===== src/rtl/mbport_pkg.sv =====
package mbport_pkg;
    localparam int DW = 8;
    localparam int AW = 16;
    localparam int IW = $clog2(DW);
    localparam logic [7:0] LO_PORT_ADDR = 8'h80;
    localparam logic [7:0] HI_PORT_ADDR = 8'hA0;

    typedef enum logic [1:0] {
        PH_IDLE = 2'd0,
        PH_ADDR = 2'd1,
        PH_DATA = 2'd2
    } bus_phase_e;

    typedef struct packed {
        logic [DW-1:0] en;
        logic [DW-1:0] val;
    } pad_drive_t;

    function automatic pad_drive_t pull_down_only(input logic [DW-1:0] latch);
        pad_drive_t d;
        d.en  = ~latch;
        d.val = '0;
        return d;
    endfunction

    function automatic pad_drive_t push_pull(input logic [DW-1:0] value);
        pad_drive_t d;
        d.en  = '1;
        d.val = value;
        return d;
    endfunction
endpackage


===== src/rtl/mbport_latch.sv =====
module mbport_latch
    import mbport_pkg::*;
#(
    parameter logic [7:0] SFR_ADDR = LO_PORT_ADDR
) (
    input  logic          clk,
    input  logic          rst,
    input  logic [7:0]    sfr_addr,
    input  logic          wr_byte,
    input  logic          wr_bit,
    input  logic [IW-1:0] bit_idx,
    input  logic          bit_val,
    input  logic [DW-1:0] wdata,
    input  logic          force_ones,
    output logic [DW-1:0] q
);
    logic hit;
    assign hit = (sfr_addr == SFR_ADDR);

    always_ff @(posedge clk) begin
        if (rst) begin
            q <= '1;
        end else if (force_ones) begin
            q <= '1;
        end else if (hit && wr_byte) begin
            q <= wdata;
        end else if (hit && wr_bit) begin
            q[bit_idx] <= bit_val;
        end
    end

    assert_byte_write_R2: assert property (@(posedge clk) disable iff (rst)
        (hit && wr_byte && !force_ones) |=> (q == $past(wdata)));

    assert_bit_neighbours_R3: assert property (@(posedge clk) disable iff (rst)
        (hit && wr_bit && !wr_byte && !force_ones) |=>
            ((((q ^ $past(q)) & ~(DW'(1) << $past(bit_idx))) == '0) &&
             (q[$past(bit_idx)] == $past(bit_val))));
endmodule


===== src/rtl/mbport_sync.sv =====
module mbport_sync
    import mbport_pkg::*;
#(
    parameter int STAGES = 2
) (
    input  logic          clk,
    input  logic          rst,
    input  logic [DW-1:0] d,
    output logic [DW-1:0] q
);
    logic [DW-1:0] stg [STAGES];

    for (genvar s = 0; s < STAGES; s++) begin : g_stage
        always_ff @(posedge clk) begin
            if (rst) begin
                stg[s] <= '0;
            end else if (s == 0) begin
                stg[s] <= d;
            end else begin
                stg[s] <= stg[(s == 0) ? 0 : s-1];
            end
        end
    end

    assign q = stg[STAGES-1];
endmodule


===== src/rtl/mbport_buscyc.sv =====
module mbport_buscyc
    import mbport_pkg::*;
(
    input  logic          clk,
    input  logic          rst,
    input  logic          start,
    input  logic          wr,
    input  logic [AW-1:0] addr,
    input  logic [DW-1:0] wdata,
    input  logic [DW-1:0] p0_pin,
    output bus_phase_e    phase,
    output logic [AW-1:0] addr_q,
    output logic [DW-1:0] wdata_q,
    output logic          wr_q,
    output logic [DW-1:0] rdata
);
    always_ff @(posedge clk) begin
        if (rst) begin
            phase   <= PH_IDLE;
            addr_q  <= '0;
            wdata_q <= '0;
            wr_q    <= 1'b0;
            rdata   <= '0;
        end else begin
            unique case (phase)
                PH_IDLE: if (start) begin
                    addr_q  <= addr;
                    wdata_q <= wdata;
                    wr_q    <= wr;
                    phase   <= PH_ADDR;
                end
                PH_ADDR: phase <= PH_DATA;
                PH_DATA: begin
                    if (!wr_q) rdata <= p0_pin;
                    phase <= PH_IDLE;
                end
                default: phase <= PH_IDLE;
            endcase
        end
    end

    assert_start_ignored_R12: assert property (@(posedge clk) disable iff (rst)
        (phase != PH_IDLE) |=> ((addr_q == $past(addr_q)) && (wr_q == $past(wr_q))));

    assert_read_capture_R10: assert property (@(posedge clk) disable iff (rst)
        (phase == PH_DATA && !wr_q) |=> (rdata == $past(p0_pin)));
endmodule


===== src/rtl/mbport_ctrl.sv =====
module mbport_ctrl
    import mbport_pkg::*;
(
    input  logic          clk,
    input  logic          rst,
    input  logic          ea_n,
    input  logic [7:0]    sfr_addr,
    input  logic          sfr_wr_byte,
    input  logic          sfr_wr_bit,
    input  logic [2:0]    sfr_bit_idx,
    input  logic          sfr_bit_val,
    input  logic [7:0]    sfr_wdata,
    output logic [7:0]    rd_latch,
    output logic [7:0]    rd_pin,
    input  logic          bus_start,
    input  logic          bus_wr,
    input  logic [15:0]   bus_addr,
    input  logic [7:0]    bus_wdata,
    output logic [7:0]    bus_rdata,
    output logic          bus_busy,
    input  logic [7:0]    p0_pin_in,
    output logic [7:0]    p0_drv_en,
    output logic [7:0]    p0_drv_val,
    input  logic [7:0]    p2_pin_in,
    output logic [7:0]    p2_drv_en,
    output logic [7:0]    p2_drv_val
);
    bus_phase_e    phase;
    logic [AW-1:0] addr_q;
    logic [DW-1:0] wdata_q;
    logic          wr_q;
    logic [DW-1:0] lo_latch, hi_latch, lo_sync, hi_sync;
    logic          ext_strap;
    logic          lo_force;
    pad_drive_t    lo_drv, hi_drv;

    always_ff @(posedge clk) begin
        if (rst) ext_strap <= ~ea_n;
    end

    assign lo_force = (phase == PH_DATA) && !wr_q;

    mbport_buscyc u_bus (
        .clk(clk), .rst(rst), .start(bus_start), .wr(bus_wr), .addr(bus_addr),
        .wdata(bus_wdata), .p0_pin(p0_pin_in), .phase(phase), .addr_q(addr_q),
        .wdata_q(wdata_q), .wr_q(wr_q), .rdata(bus_rdata)
    );

    mbport_latch #(.SFR_ADDR(LO_PORT_ADDR)) u_lo_latch (
        .clk(clk), .rst(rst), .sfr_addr(sfr_addr), .wr_byte(sfr_wr_byte),
        .wr_bit(sfr_wr_bit), .bit_idx(sfr_bit_idx), .bit_val(sfr_bit_val),
        .wdata(sfr_wdata), .force_ones(lo_force), .q(lo_latch)
    );

    mbport_latch #(.SFR_ADDR(HI_PORT_ADDR)) u_hi_latch (
        .clk(clk), .rst(rst), .sfr_addr(sfr_addr), .wr_byte(sfr_wr_byte),
        .wr_bit(sfr_wr_bit), .bit_idx(sfr_bit_idx), .bit_val(sfr_bit_val),
        .wdata(sfr_wdata), .force_ones(1'b0), .q(hi_latch)
    );

    mbport_sync #(.STAGES(2)) u_lo_sync (.clk(clk), .rst(rst), .d(p0_pin_in), .q(lo_sync));
    mbport_sync #(.STAGES(2)) u_hi_sync (.clk(clk), .rst(rst), .d(p2_pin_in), .q(hi_sync));

    always_comb begin
        unique case (phase)
            PH_ADDR: lo_drv = push_pull(addr_q[DW-1:0]);
            PH_DATA: lo_drv = wr_q ? push_pull(wdata_q) : '{en: '0, val: '0};
            default: lo_drv = pull_down_only(lo_latch);
        endcase
        if (phase != PH_IDLE || ext_strap) hi_drv = push_pull(addr_q[AW-1:DW]);
        else                               hi_drv = pull_down_only(hi_latch);
    end

    always_comb begin
        rd_latch = '0;
        rd_pin   = '0;
        if (sfr_addr == LO_PORT_ADDR) begin
            rd_latch = lo_latch;
            rd_pin   = lo_sync;
        end else if (sfr_addr == HI_PORT_ADDR) begin
            rd_latch = hi_latch;
            rd_pin   = hi_sync;
        end
    end

    assign p0_drv_en  = lo_drv.en;
    assign p0_drv_val = lo_drv.val;
    assign p2_drv_en  = hi_drv.en;
    assign p2_drv_val = hi_drv.val;
    assign bus_busy   = (phase != PH_IDLE);

    assert_reset_released_R1: assert property (@(posedge clk)
        rst |=> (p0_drv_en == '0 && lo_latch == '1 && hi_latch == '1 && !bus_busy));

    assert_addr_phase_R8: assert property (@(posedge clk) disable iff (rst)
        ($past(!rst) && $past(bus_start) && !$past(bus_busy)) |->
            (p0_drv_en == '1 && p0_drv_val == $past(bus_addr[7:0]) &&
             p2_drv_val == $past(bus_addr[15:8]) && bus_busy));

    assert_read_release_R10: assert property (@(posedge clk) disable iff (rst)
        lo_force |=> (lo_latch == '1));

    assert_strap_drive_R11: assert property (@(posedge clk) disable iff (rst)
        ext_strap |-> (p2_drv_en == '1));
endmodule


===== config.mk =====
export PLATFORM = sky130hd
export DESIGN_NAME = mbport_ctrl
export DESIGN_NICKNAME = d
export VERILOG_FILES = /design/src/rtl/mbport_pkg.sv /design/src/rtl/mbport_latch.sv /design/src/rtl/mbport_sync.sv /design/src/rtl/mbport_buscyc.sv /design/src/rtl/mbport_ctrl.sv
export SDC_FILE = /design/constraint.sdc
export NUM_CORES = 1
export LEC_CHECK = 0
export ABC_AREA = 1
export ABC_CLOCK_PERIOD_IN_PS = 2300
export BUFFER_PORTS_ARGS = -buffer_cell sky130_fd_sc_hd__buf_2
export CAP_MARGIN = 40
export CORE_MARGIN = 2
export CORE_UTILIZATION = 28
export DETAILED_ROUTE_END_ITERATION = 8
export PLACE_DENSITY = 0.44
export SLEW_MARGIN = 10
export SYNTH_ARGS = -nofsm -noshare
export SYNTH_HDL_FRONTEND = slang
export SYNTH_HIERARCHICAL = 1
export SYNTH_SLANG_ARGS = --single-unit

===== constraint.sdc =====
create_clock -name clk -period 2.3 [get_ports clk]
set_clock_uncertainty 0.1 [all_clocks]
set_input_delay 0.115 -clock clk [delete_from_list [all_inputs] [get_ports clk]]
set_output_delay 0.115 -clock clk [all_outputs]
set_load 0.01 [all_outputs]

After elaboration in Yosys (flattened, before gate mapping):

Memories as Yosys holds them, arrays and structs flattened.
Cells that the tools add are included.

* bits in writable memories: 32
* input port bits: 67
* memories: 2
* output and inout bits: 57
* memory bits (read-only): 0
* register bits: 52
* latch bits: 0
* logic and storage cells: 64

Memories
* u_hi_sync.stg: depth 2, bits a word 8, read ports 2, clocked after memory_dff 0, wr ports 2, RTL line mbport_sync.sv:11 `logic [DW-1:0] stg [STAGES];`
* u_lo_sync.stg: depth 2, bits a word 8, read ports 2, clocked after memory_dff 0, wr ports 2, RTL line mbport_sync.sv:11

* $add $sub $neg: 0
* shifts and indexed selects: 0
* $lt $le $gt $ge: 2
* bitwise gates (word level): 8
* multipliers: 0
* muxes and demuxes: 24
* div/mod/pow operators: 0
* reduce and logical (&&, ||, !) cells: 15
* equal/unequal tests: 5

Operators by type and width (count)
* 8-bit 2-to-1 mux: 12
* 16-bit 2-to-1 mux: 2
* 16-bit case mux with 2 select lines: 1
* 8-bit bitwise mux: 2
* 8-bit == test, second input constant: 2
* 8-bit inverter: 2
* 1-bit logical AND: 6
* 2-bit nonzero test: 3
* 3-bit by 4-bit < comparator with 1-bit output, second input constant: 1
* 1-bit 2-to-1 mux: 4
* 1-bit bitwise OR: 4
* 2-bit case mux with 2 select lines: 1
* 2-bit AND reduction: 2
* 1-bit demux with 3-bit select: 1
* 3-bit by 1-bit >= comparator with 1-bit output, second input constant: 1
* 2-bit by 1-bit == test with 1-bit output, second input constant: 1
* 2-bit == test, second input constant: 1
* 2-bit zero test: 1
* 2-bit 2-to-1 mux: 1
* 2-bit inequality test, second input constant: 1
* 1-bit inverter: 2
* 2-bit OR reduction: 1
* 1-bit zero test: 1
* 1-bit logical OR: 1

Longest topological paths before layout:

* depth after elaboration: 7
* mapped depth: 9
* mapped depth without buffers: 8

Hierarchy:

The synthesis kept the hierarchy.

By module, submodules not included
* mbport_buscyc: cells each 198, area each 1485.2 um2, times used 1
* mbport_sync: cells each 50, area each 474.2 um2, times used 2
* mbport_ctrl: cells each 173, area each 777.0 um2, times used 1
* mbport_latch (u_hi_latch): cells each 117, area each 688.2 um2, times used 1
* mbport_latch (u_lo_latch): cells each 110, area each 630.6 um2, times used 1

Worst setup path after synthesis:

No wires, ideal clock.

* path kind: flip-flop to output port
* from: register u_bus.phase[1]
* to: output p0_drv_val[0]
* slack: 0.706 ns
* buffers on the path: 1
* data required time: 2.085 ns
* stages on the path, launching flop included: 6
* data arrival time: 1.379 ns
* cells stage by stage: dfxtp_1 inv_1 ha_1 clkbuf_1 inv_1 a21oi_1

* word-level cells in the longest chain between the ends: 2
* elaborated cells on any way between the ends: 3
* those cells by class: 2 x eq/ne; 1 x mux

Ends and longest elaborated chain
* start: declaration: RTL line mbport_buscyc.sv:11 `output bus_phase_e phase,`
* start signal: assignment: RTL line mbport_buscyc.sv:19 `phase <= PH_IDLE;`
* start signal: assignment: RTL line mbport_buscyc.sv:30 `phase <= PH_ADDR;`
* start signal: assignment: RTL line mbport_buscyc.sv:32 `PH_ADDR: phase <= PH_DATA;`
* 2-bit == test / 2-bit by 1-bit == test with 1-bit output (equally long branches): RTL line mbport_ctrl.sv:65 `unique case (phase)`
* 16-bit case mux with 2 select lines (*): RTL line mbport_ctrl.sv:65
* end: declaration: RTL line mbport_ctrl.sv:23 `output logic [7:0] p0_drv_val,`

Mark *: on every way between the ends. The rest lies on a longest branch, timed or not.

Final worst setup path:

* from: register u_bus.phase[0]
* to: output p0_drv_en[2]

* word-level cells in the longest chain between the ends: 2
* elaborated cells on any way between the ends: 3
* those cells by class: 2 x eq/ne; 1 x mux

Ends and longest elaborated chain
* 2-bit == test / 2-bit by 1-bit == test with 1-bit output (equally long branches): RTL line mbport_ctrl.sv:65
* 16-bit case mux with 2 select lines (*): RTL line mbport_ctrl.sv:65
* end: declaration: RTL line mbport_ctrl.sv:22 `output logic [7:0] p0_drv_en,`

Marks and branches as above.

==> run metrics <==
Worst Setup SP=u_bus/phase[0]$_SDFFE_PP0P_; class of the worst hold path=in -> reg; RePlAce Congestion=0.8117; Num CTS Buffers=9; Worst Setup EP=p0_drv_en[2]; critical path endpoint category=output port; drt wl/cell=12.18 um; fmax=481.5 MHz; Cells after DPL=1010; gr usage total=0.1527; Hold Path Stages=4; Post-Layout Cell Count=1071; CTS H-Tree Depth=3; HPWL Detailed=9.347 mm; Final ANT Viol Nets=0; R2R cell count=8; CP max stage cell=dfxtp_1; DRT iter0 DRCs=247; Antenna diodes=0; Crit. path cell count=7; chip width=131.2 um; PD cells=598.4 nW/um2; Final Hold Fails=0; register area share after synthesis=0.3735; Post-synth EDFFs=1; Netlist Area Pre-Place=4529 um2; CP startpoint kind=flip-flop; wire length of the first global-routing pass=21.51 mm; Vias/cell=4.291; nets@finish=920; count of cell types in the netlist=31; grt ovf=0; Pins Over Slew Limit=0; CTS tree=yes; Post-synth ARST share=0; setup TNS=0 ns; Setup Crit Path Kind=reg -> out; Mapped Avg Cell Area=6.489 um2; Crit path max-delay family=flip-flops; total power=3.586 mW; RSZ-0062 raised after global routing=false; area leader, netlist=dfxtp_1; Clock Tree Root=clkbuf_16; relative max-transition margin=0.4129; number of synthesized register bits=84; R2R Path Start=u_bus/phase[0]$_SDFFE_PP0P_; Reg area=1692 um2; CTS max path bufs=2; Required @ worst endpoint=2.09 ns; Synth top area share=0.3669; setup bufs post-CTS=0; top-count cell post-synth=nand2_1; layout cells sized above 1=0.2082; Commonest cells post-synth=171 x nand2_1, 119 x inv_1, 117 x nor2_1; # IOs=124; fin util=0.3786; DR vias=4596; Worst-path clk slew=0.06 ns; top fanout value on the critical path=8; Synth warnings=6; cell breakdown of the critical path=inv_1 -> ha_1 -> nand2_1 -> clkinv_1 -> o21ai_4 -> o21ai_0 -> buf_2; Min Hold Slack=0.01257 ns; final worst-path cycle share=0.9030; Fillers=1767; crit-path max cell delay=0.42 ns; internal reg-to-reg setup slack=0.51 ns; largest net degree at the start of global routing=52; DIE AREA=17210 um2; top cells by area, synth=dfxtp_1 37%, nand2_1 14%, inv_1 9.9%; Setup-failing EPs final=0; row count=46; Least-Margin Pin Slew=0.8807 ns; Syn-to-layout area delta=32.29%; Reg2Reg Capture Point=u_lo_latch/q[0]$_SDFFE_PP1P_; die span in y=131.2 um; cells after synthesis=698; Max Cap Viol=0; area of the multi-input gates=2155 um2; crit path DAT=1.86 ns; detailed-route DRC error count=0; drt total wl=13.04 mm; IR drop worst, VDD=308.2 uV; Initial Utilization=0.2862; P_leak=3.171 nW; minimum clock period=2.077 ns; Mapped Nets=768; Post-synth top flop=dfxtp_1; status=finished, final reports clean; total core area=15830 um2; vias in the first global route=4346; initial antenna violation count=0; drt pass-1 iters=4; I/O Buffers=123; clk_lat worst skew=0.34 ns; clock sinks=84; crit path buf inv count=3
[kinds of logic after synthesis]
family | count (synthesis) | share of synthesized area
other | 1 | 0.0008279
AO/OA/AOI/OAI | 48 | 0.05387
AND/OR/NAND/NOR | 407 | 0.4072
flip-flops | 84 | 0.3735
adder cells (fa/ha/maj) | 3 | 0.008288
buffers and inverters | 155 | 0.1564
[worst reg2reg max path: cells and delay by family (launching register included)]
kind	cells	cell delay, ns
buffers and inverters	3	0.24
AND/OR/NAND/NOR	4	0.70
adder cells (fa/ha/maj)	1	0.23
flip-flops	1	0.42
[worst min path at each step]
stage	startpoint	endpoint	slack (ns)
finish	bus_wdata[0]	u_bus/wdata_q[0]$_SDFFE_PP0P_	0.01
global route	sfr_wdata[7]	u_lo_latch/q[7]$_SDFFE_PP1P_	0.04
CTS	bus_wdata[0]	u_bus/wdata_q[0]$_SDFFE_PP0P_	0.0006
detailed placement	p2_pin_in[4]	u_hi_sync/stg[0][4]$_SDFF_PP0_	0.22
global placement	p2_pin_in[3]	u_hi_sync/stg[0][3]$_SDFF_PP0_	0.22
floorplan	rst	u_bus/phase[0]$_SDFFE_PP0P_	0.09
[report_power, final]
group | total, mW | switching (mW) | internal, mW
logic | 0.535 | 0.308 | 0.227
registers | 1.56 | 0.0336 | 1.53
clock network | 1.49 | 0.635 | 0.851
total | 3.59 | 0.976 | 2.61
[registers in the layout, indices dropped and copies added, names as in the netlist]
signal,cells
u_bus/addr_q,16
u_hi_sync/stg,16
u_lo_sync/stg,16
u_bus/rdata,8
u_bus/wdata_q,8
u_hi_latch/q,8
u_lo_latch/q,8
u_bus/phase,2
ext_strap,1
u_bus/wr_q,1
[cell usage in the layout (no fill, tap or decap)]
| cell type | instances |
|---|---|
| nand2_1 | 171 |
| buf_2 | 123 |
| inv_1 | 119 |
| nor2_1 | 116 |
| dfxtp_1 | 83 |
| nand3_1 | 46 |
| dlygate4sd3_1 | 45 |
| a21oi_1 | 33 |
| nand3b_1 | 25 |
| nand4_1 | 14 |
| o21ai_0 | 13 |
| nor2_2 | 13 |
| clkbuf_16 | 9 |
| nor2_4 | 6 |
| buf_4 | 6 |
| nor3_1 | 6 |
| nand3_2 | 5 |
| nand2_2 | 3 |
| clkinv_2 | 3 |
| inv_6 | 2 |
| clkinv_1 | 1 |
| o21ai_4 | 1 |
| ha_4 | 1 |
| ha_1 | 1 |
| ha_2 | 1 |
| bufinv_16 | 1 |
| inv_8 | 1 |
| edfxtp_1 | 1 |
| buf_6 | 1 |
| or2_1 | 1 |
| inv_2 | 1 |
| conb_1 | 1 |
| nor3_2 | 1 |
| o21ai_1 | 1 |
[per-stage QoR]
| stage | cell area (um2) | setup slack [ns] |
|---|---|---|
| floorplan | 4529 | 0.7056 |
| global placement | 5206 | 0.3369 |
| detailed placement | 5218 | 0.3902 |
| CTS | 5967 | 0.008483 |
| global route | 5992 | 0.05220 |
| finish | 5992 | 0.2231 |
[area by class of cell]
cell class	count	area share
repair buffers	175	0.1873
inverters	121	0.07580
clock buffers	9	0.03759
multi-input cells	459	0.3596
flip-flops and latches	84	0.2823
well taps	216	0.04510
clock inverters	7	0.01232
[per-layer routing]
metal | track usage | up-vias | wire length, um
li1 | - | 2426 | -
met1 | 0.2056 | 2034 | 6359
met2 | 0.2430 | 125 | 5640
met3 | 0.02971 | 11 | 854
met4 | 0.05616 | 0 | 189
met5 | 0 | - | 0
[repair_timing]
| item | in CTS | in global routing |
|---|---|---|
| endpoints found under the setup margin | 0 | 24 |
| hold buffers | 45 | 0 |
| endpoints found under the hold margin | 53 | 0 |
| resized for setup | 0 | 5 |
Note: power is estimated with default switching activity, not from simulation.
